<file path="src/rtl/dmarb_pkg.sv">
package dmarb_pkg;

    typedef enum logic [1:0] {
        ARB_IDLE  = 2'd0,
        ARB_WAIT  = 2'd1,
        ARB_SERVE = 2'd2
    } arb_state_e;

endpackage

</file>
<file path="src/rtl/dmarb_req_qual.sv">
module dmarb_req_qual #(
    parameter int NCH = 4
) (
    input  logic [NCH-1:0] dreq_pin,
    input  logic [NCH-1:0] req_low,
    input  logic [NCH-1:0] mask_q,
    input  logic [NCH-1:0] ch_en,
    input  logic           glb_en,
    output logic [NCH-1:0] qual
);
    for (genvar i = 0; i < NCH; i++) begin : g_ch
        logic active;
        assign active  = dreq_pin[i] ^ req_low[i];
        assign qual[i] = active & ~mask_q[i] & ch_en[i] & glb_en;
    end
endmodule

</file>
<file path="src/rtl/dmarb_prio_pick.sv">
module dmarb_prio_pick #(
    parameter int NCH = 4
) (
    input  logic [NCH-1:0] qual,
    output logic [NCH-1:0] pick,
    output logic           any
);
    logic [NCH:0] seen;
    assign seen[0] = 1'b0;
    for (genvar i = 0; i < NCH; i++) begin : g_pick
        assign pick[i]   = qual[i] & ~seen[i];
        assign seen[i+1] = seen[i] | qual[i];
    end
    assign any = seen[NCH];
endmodule

</file>
<file path="src/rtl/dmarb_ack_drive.sv">
module dmarb_ack_drive #(
    parameter int NCH = 4
) (
    input  logic [NCH-1:0] grant_q,
    input  logic [NCH-1:0] ack_low,
    output logic [NCH-1:0] ack_pin
);
    for (genvar i = 0; i < NCH; i++) begin : g_drv
        assign ack_pin[i] = grant_q[i] ^ ack_low[i];
    end
endmodule

</file>
<file path="src/rtl/dmarb_top.sv">
module dmarb_top #(
    parameter int NCH = 4
) (
    input  logic           clk,
    input  logic           rst,
    input  logic           glb_en,
    input  logic [NCH-1:0] ch_en,
    input  logic           mask_load,
    input  logic [NCH-1:0] mask_value,
    input  logic [NCH-1:0] req_low,
    input  logic [NCH-1:0] ack_low,
    input  logic [NCH-1:0] dreq_pin,
    input  logic           hold_ack,
    input  logic           eop_ext,
    input  logic           tc_hit,
    output logic           hold_req,
    output logic [NCH-1:0] ack_pin,
    output logic           eop_out
);
    import dmarb_pkg::*;

    localparam logic [NCH-1:0] ALL_MASKED = {NCH{1'b1}};
    localparam logic [NCH-1:0] NO_GRANT   = '0;

    typedef struct packed {
        arb_state_e     fsm;
        logic [NCH-1:0] grant;
        logic [NCH-1:0] mask;
        logic           hold;
        logic           eop;
    } arb_regs_t;

    arb_regs_t r_q, r_d;

    logic [NCH-1:0] qual;
    logic [NCH-1:0] pick;
    logic           any_qual;
    logic           svc_end;

    dmarb_req_qual #(.NCH(NCH)) u_qual (
        .dreq_pin (dreq_pin),
        .req_low  (req_low),
        .mask_q   (r_q.mask),
        .ch_en    (ch_en),
        .glb_en   (glb_en),
        .qual     (qual)
    );

    dmarb_prio_pick #(.NCH(NCH)) u_pick (
        .qual (qual),
        .pick (pick),
        .any  (any_qual)
    );

    dmarb_ack_drive #(.NCH(NCH)) u_drv (
        .grant_q (r_q.grant),
        .ack_low (ack_low),
        .ack_pin (ack_pin)
    );

    assign svc_end = eop_ext | tc_hit;

    always_comb begin
        r_d     = r_q;
        r_d.eop = 1'b0;
        if (mask_load) begin
            r_d.mask = mask_value;
        end
        unique case (r_q.fsm)
            ARB_IDLE: begin
                if (any_qual) begin
                    r_d.fsm  = ARB_WAIT;
                    r_d.hold = 1'b1;
                end
            end
            ARB_WAIT: begin
                if (!any_qual) begin
                    r_d.fsm  = ARB_IDLE;
                    r_d.hold = 1'b0;
                end else if (hold_ack) begin
                    r_d.fsm   = ARB_SERVE;
                    r_d.grant = pick;
                end
            end
            ARB_SERVE: begin
                if (svc_end) begin
                    r_d.grant = NO_GRANT;
                    r_d.eop   = tc_hit;
                    r_d.hold  = any_qual;
                    r_d.fsm   = any_qual ? ARB_WAIT : ARB_IDLE;
                end
            end
            default: begin
                r_d.fsm   = ARB_IDLE;
                r_d.grant = NO_GRANT;
                r_d.hold  = 1'b0;
            end
        endcase
    end

    always_ff @(posedge clk) begin
        if (rst) begin
            r_q.fsm   <= ARB_IDLE;
            r_q.grant <= NO_GRANT;
            r_q.mask  <= ALL_MASKED;
            r_q.hold  <= 1'b0;
            r_q.eop   <= 1'b0;
        end else begin
            r_q <= r_d;
        end
    end

    assign hold_req = r_q.hold;
    assign eop_out  = r_q.eop;

endmodule

</file>
<file path="config.mk">
export PLATFORM = sky130hd
export DESIGN_NAME = dmarb_top
export DESIGN_NICKNAME = d
export VERILOG_FILES = /design/src/rtl/dmarb_pkg.sv /design/src/rtl/dmarb_req_qual.sv /design/src/rtl/dmarb_prio_pick.sv /design/src/rtl/dmarb_ack_drive.sv /design/src/rtl/dmarb_top.sv
export SDC_FILE = /design/constraint.sdc
export NUM_CORES = 1
export LEC_CHECK = 0
export ABC_AREA = 1
export BUFFER_PORTS_ARGS = -buffer_cell sky130_fd_sc_hd__buf_2
export CAP_MARGIN = 5
export CORE_MARGIN = 2
export CORE_UTILIZATION = 45
export DETAILED_ROUTE_END_ITERATION = 12
export PLACE_DENSITY = 0.76
export SLEW_MARGIN = 30
export SYNTH_ARGS = -nofsm -noshare
export SYNTH_HDL_FRONTEND = slang
export SYNTH_HIERARCHICAL = 1
export SYNTH_SLANG_ARGS = --single-unit
</file>
<file path="constraint.sdc">
create_clock -name clk -period 2.76 [get_ports clk]
set_clock_uncertainty 0.1 [all_clocks]
set_input_delay 0.138 -clock clk [delete_from_list [all_inputs] [get_ports clk]]
set_output_delay 0.138 -clock clk [all_outputs]
set_load 0.005 [all_outputs]
</file>
Yosys cells after proc, flatten, opt, wreduce, memory -nomap -nowiden
Cells that the tools add are included.
{ "word_totals": {"register_bits": 12, "in_bits": 27, "word_cells": 67} }
{ "classes": {"n_eq_ne": 8, "mux": 12, "bitwise": 37, "n_reduce_logical": 5} }
{ "op_table": {"columns": ["operator", "count"], "rows": [
  ["1-bit bitwise AND", 15],
  ["6-bit two-way mux", 2],
  ["4-bit one-hot mux with 3 select lines", 1],
  ["2-bit != test, second input constant", 5],
  ["1-bit inverter", 10],
  ["1-bit XOR", 8],
  ["2-bit two-way mux", 3],
  ["2-bit one-hot mux with 3 select lines", 1],
  ["3-bit AND reduction", 2],
  ["4-bit two-way mux", 1],
  ["1-bit OR", 4],
  ["4-bit AND reduction", 1],
  ["1-bit two-way mux", 3],
  ["3-bit != test, second input constant", 1],
  ["1-bit one-hot mux with 3 select lines", 1],
  ["3-bit OR reduction", 1],
  ["2-bit by 1-bit equality test with 1-bit output, second input constant", 1],
  ["2-bit equality test, second input constant", 1],
  ["2-bit zero test", 1]
]} }

Longest topological paths before layout
{ "depth": {"depth_word": 11, "ltp_mapped": 11, "depth_no_buf": 11} }

By module
The synthesis kept the hierarchy.
{ "modules_own_cells": {"columns": ["mod", "n_inst", "cells_each", "area_per_inst_um2", "seq_area_each_um2"], "rows": [
  ["dmarb_top", 1, 66, 503.0, 240.2],
  ["dmarb_req_qual", 1, 32, 125.1, 0.0],
  ["dmarb_ack_drive", 1, 20, 75.1, 0.0],
  ["dmarb_prio_pick", 1, 10, 46.3, 0.0]
]} }

Worst setup path after synthesis
No wires, ideal clock.
{ "synth_timing": {"kind": "register -> register", "start": "reg r_q[2] in the netlist's numbering", "end": "reg r_q[6] in the netlist's numbering", "setup_ns": 0.066, "arrival_time_ns": 1.196, "required_time_ns": 2.594, "slack_ns": 1.398, "stages_incl_launch_ff": 10, "period_less_slack_ns": 1.362, "cell_sequence": "dfxtp_1 > inv_1 > nand3_1 > nor2_1 > nor2_2 > nand3_1 > nand3_4 > nor2_4 > nand2_1 > a21oi_2"} }
{ "synth_via": {"elab_chain_cells": 9, "word_cells_on_any_way": 12} }
{ "synth_lines": {"columns": ["item", "line", "text"], "rows": [
  ["start: declaration", "dmarb_top.sv:33", "arb_regs_t r_q, r_d;"],
  ["start signal: assignment", "dmarb_top.sv:109", "r_q <= r_d;"],
  ["1-bit inverter", "dmarb_req_qual.sv:14", "assign qual[i] = active & ~mask_q[i] & ch_en[i] & glb_en;"],
  ["1-bit bitwise AND (3 in a row)", "dmarb_req_qual.sv:14", null],
  ["via qual[0]", "dmarb_top.sv:35", "logic [NCH-1:0] qual;"],
  ["1-bit OR (3 in a row)", "dmarb_prio_pick.sv:12", "assign seen[i+1] = seen[i] | qual[i];"],
  ["via any_qual", "dmarb_top.sv:37", "logic any_qual;"],
  ["2-bit != test (no line)", null, null],
  ["4-bit AND reduction (no line)", null, null]
]} }
The timed path passes the listed nets, and every way through them passes these cells. The select of a mux whose other input is x is not followed.
A chain may end at the register's enable or synchronous reset.

Final worst setup path
{ "layout_timing": {"start": "reg r_q[2] in the netlist's numbering", "end": "reg r_q[8] in the netlist's numbering"} }
The elaborated chain is that of the path after synthesis.

==> impl_metrics.json <==
{
  "status": "finished, final reports clean",
  "yosysUniqueCellTypes": 16,
  "fin_crit_sh_pct": 54.6,
  "drt_iter0_drc": 7,
  "io_buffers": 32,
  "ys_seq_area_share_pct": 32.1,
  "r2r_setup_slack_ns": 1.25,
  "post-cts-setup-buffer-count": 0,
  "clock_latency_ns": 0.27,
  "grt_start_max_net_pins": 9,
  "switching_share_pct": 25.6,
  "path_delay_family": "simple AND/OR/NAND/NOR gates",
  "dieArea_um2": 2010,
  "critPathLaunchType": "register",
  "vias": 827,
  "worstPathRequired_ns": 2.87,
  "die_x_um": 44.8,
  "numCtsBuffers": 3,
  "synth_seq_cells": 12,
  "rsz0062_at_grt": "false",
  "final_hold_viol_count": 0,
  "p_int_mw": 0.263,
  "clk_pin_slew_ns": 0.07,
  "avgViaCountPerCell": 4.54,
  "p_clk_share_pct": 29.2,
  "synth_top_cell_area_share_pct": 32.1,
  "finalWirelength_mm": 1.57,
  "slowest_delay_ns": 0.31,
  "syn_area_um2": 749,
  "cts_max_level": 1,
  "maxCapViolCount": 0,
  "crit_chain": "inv_1, nand3_1, nor2_1, nor2_2, nand3_1, nand3_4, nor2_4, nand2_1, a21oi_2",
  "areaGrowthSynthToFinish_pct": 32.1,
  "root_buffer": "clkbuf_4",
  "tightest_slew_ns": 0.272,
  "dp_cells": 174,
  "min_path_type": "in -> reg",
  "syn_area_per_cell_um2": 5.86,
  "synth_warnings": 6,
  "crit_cells": 9,
  "crit_buf_inv": 1,
  "dp_hpwl_mm": 1.29,
  "grt_pass1_vias": 733,
  "fin_crit_ns": 1.51,
  "path_class": "reg -> reg",
  "p_sw_mw": 0.0905,
  "core-area_um2": 1540,
  "cts_resized": 0,
  "grt_antenna_before_repair": 0,
  "drt_first_pass_iters": 4,
  "max_freq_mhz": 664,
  "cts.sinks": 12,
  "drv_slew": 0,
  "cp_max_fo": 5,
  "path_common_cell": "nand3_1",
  "grt-ovfl-total": 0,
  "routedWlPerCell_um": 8.62,
  "yosys.area.top_type": "dfxtp_1",
  "drtAntennaViolNets": 0,
  "synthesis.nets": 155,
  "power_leakage_nw": 0.558,
  "fin_tns_setup_ns": 0,
  "synthCells": 128,
  "io_pins": 33,
  "critPathSlowestCell": "dfxtp_1",
  "cts_tree": "done",
  "min_path_cells": 3,
  "maxSlewHeadroom_pct": 81.8,
  "route.detailed.drc": 0,
  "pwr-share-seq_pct": 51.7,
  "setup_viol": 0,
  "stdcell_count": 182,
  "synth_area_leaders": "dfxtp_1, nand2_1, inv_1",
  "start_util_pct": 48.6,
  "grt_pass1_wl_mm": 2.66,
  "ff2ff_path_depth": 9,
  "insertedDiodeCount": 0,
  "rows": 14,
  "comb_power_share_pct": 19.1,
  "grt_use_total_pct": 18.0,
  "die_h_um": 44.8,
  "p_per_area_nw_per_um2": 358,
  "end_kind": "register",
  "nets": 195,
  "drive_gt1_share_pct": 27.7,
  "cts_hold_buf": 5,
  "critPathArrivalTime_ns": 1.61,
  "globalplace.congestion": 0.806,
  "cts_buffer_depth": 2,
  "irDropWorstVdd_mv": 0.311
}
## final timing paths
path              from      to
max             r_q[2]  r_q[8]
min          mask_load  r_q[4]
min reg2reg     r_q[4]  r_q[4]
max reg2reg     r_q[2]  r_q[8]
## cell usage after synthesis, drive strengths merged
cell type	count
a21oi	6
buf	2
clkinv	2
dfxtp	12
inv	28
nand2	50
nand3	14
nor2	13
nor3	1
## state kept, by name (all words and copies together), names as in the netlist
signal    count
eop_out       1
hold_req      1
r_q          10
## cells by family (layout without fill, tap and decap cells)
kind of cell	count (synthesis)	in the layout	synth area share, %
compound gates	6	6	6.01
simple gates	78	78	45.2
flops	12	12	32.1
buf+inv	32	70	16.7
## metal layers
layer  track usage (%)  up-vias  wire length (um)
met5                 0        -                 0
met4              5.29        0                 9
met3              7.20        2                94
met2              34.2       21               837
met1              17.7      353               628
li1                  -      451                 -
## power groups by stage
stage                     sequential (mW)  clock [mW]  combinational (mW)
after global placement              0.187           0              0.0606
final                               0.183       0.103              0.0676
after global routing                0.184       0.115              0.0781
after CTS                           0.183       0.107              0.0679
after floorplan                     0.187           0              0.0331
after detailed placement            0.187           0              0.0623
## tightest hold or removal path, delay by kind of cell
kind | cells | cell delay, ns
buffers and inverters | 1 | 0.12
AND/OR/NAND/NOR | 2 | 0.11
## area by class of cell
| type | instances | area [um2] |
|---|---|---|
| clock buffers | 3 | 22.5 |
| flip-flops and latches | 12 | 240 |
| inverters | 30 | 113 |
| well taps | 16 | 20.0 |
| fillers | 155 | 552 |
| repair buffers | 37 | 210 |
| multi-input cells | 84 | 384 |
## metrics by stage
stage	hold WS [ns]	util, %	instance area [um2]	setup slack [ns]	power [mW]
floorplan	0.158	-	749	1.40	0.220
global placement	0.244	59.5	917	1.32	0.248
detailed placement	0.249	59.5	917	1.25	0.249
CTS	0.0280	64.2	990	1.24	0.358
global route	0.0512	64.2	990	1.04	0.377
finish	0.0351	64.2	990	1.25	0.354
## cell usage in the layout (no fill, tap or decap)
| cell type | count |
|---|---|
| nand3_1 | 13 |
| inv_2 | 2 |
| nand2_2 | 1 |
| nor2_4 | 1 |
| nand3_4 | 1 |
| dfxtp_1 | 12 |
| clkbuf_4 | 3 |
| a21oi_1 | 2 |
| a21oi_2 | 4 |
| nor2_1 | 10 |
| buf_2 | 32 |
| nand2_1 | 49 |
| nor2_2 | 2 |
| dlygate4sd3_1 | 5 |
| inv_1 | 26 |
| nor3_1 | 1 |
| clkinv_1 | 2 |
Note: power is estimated with default switching activity, not from simulation.
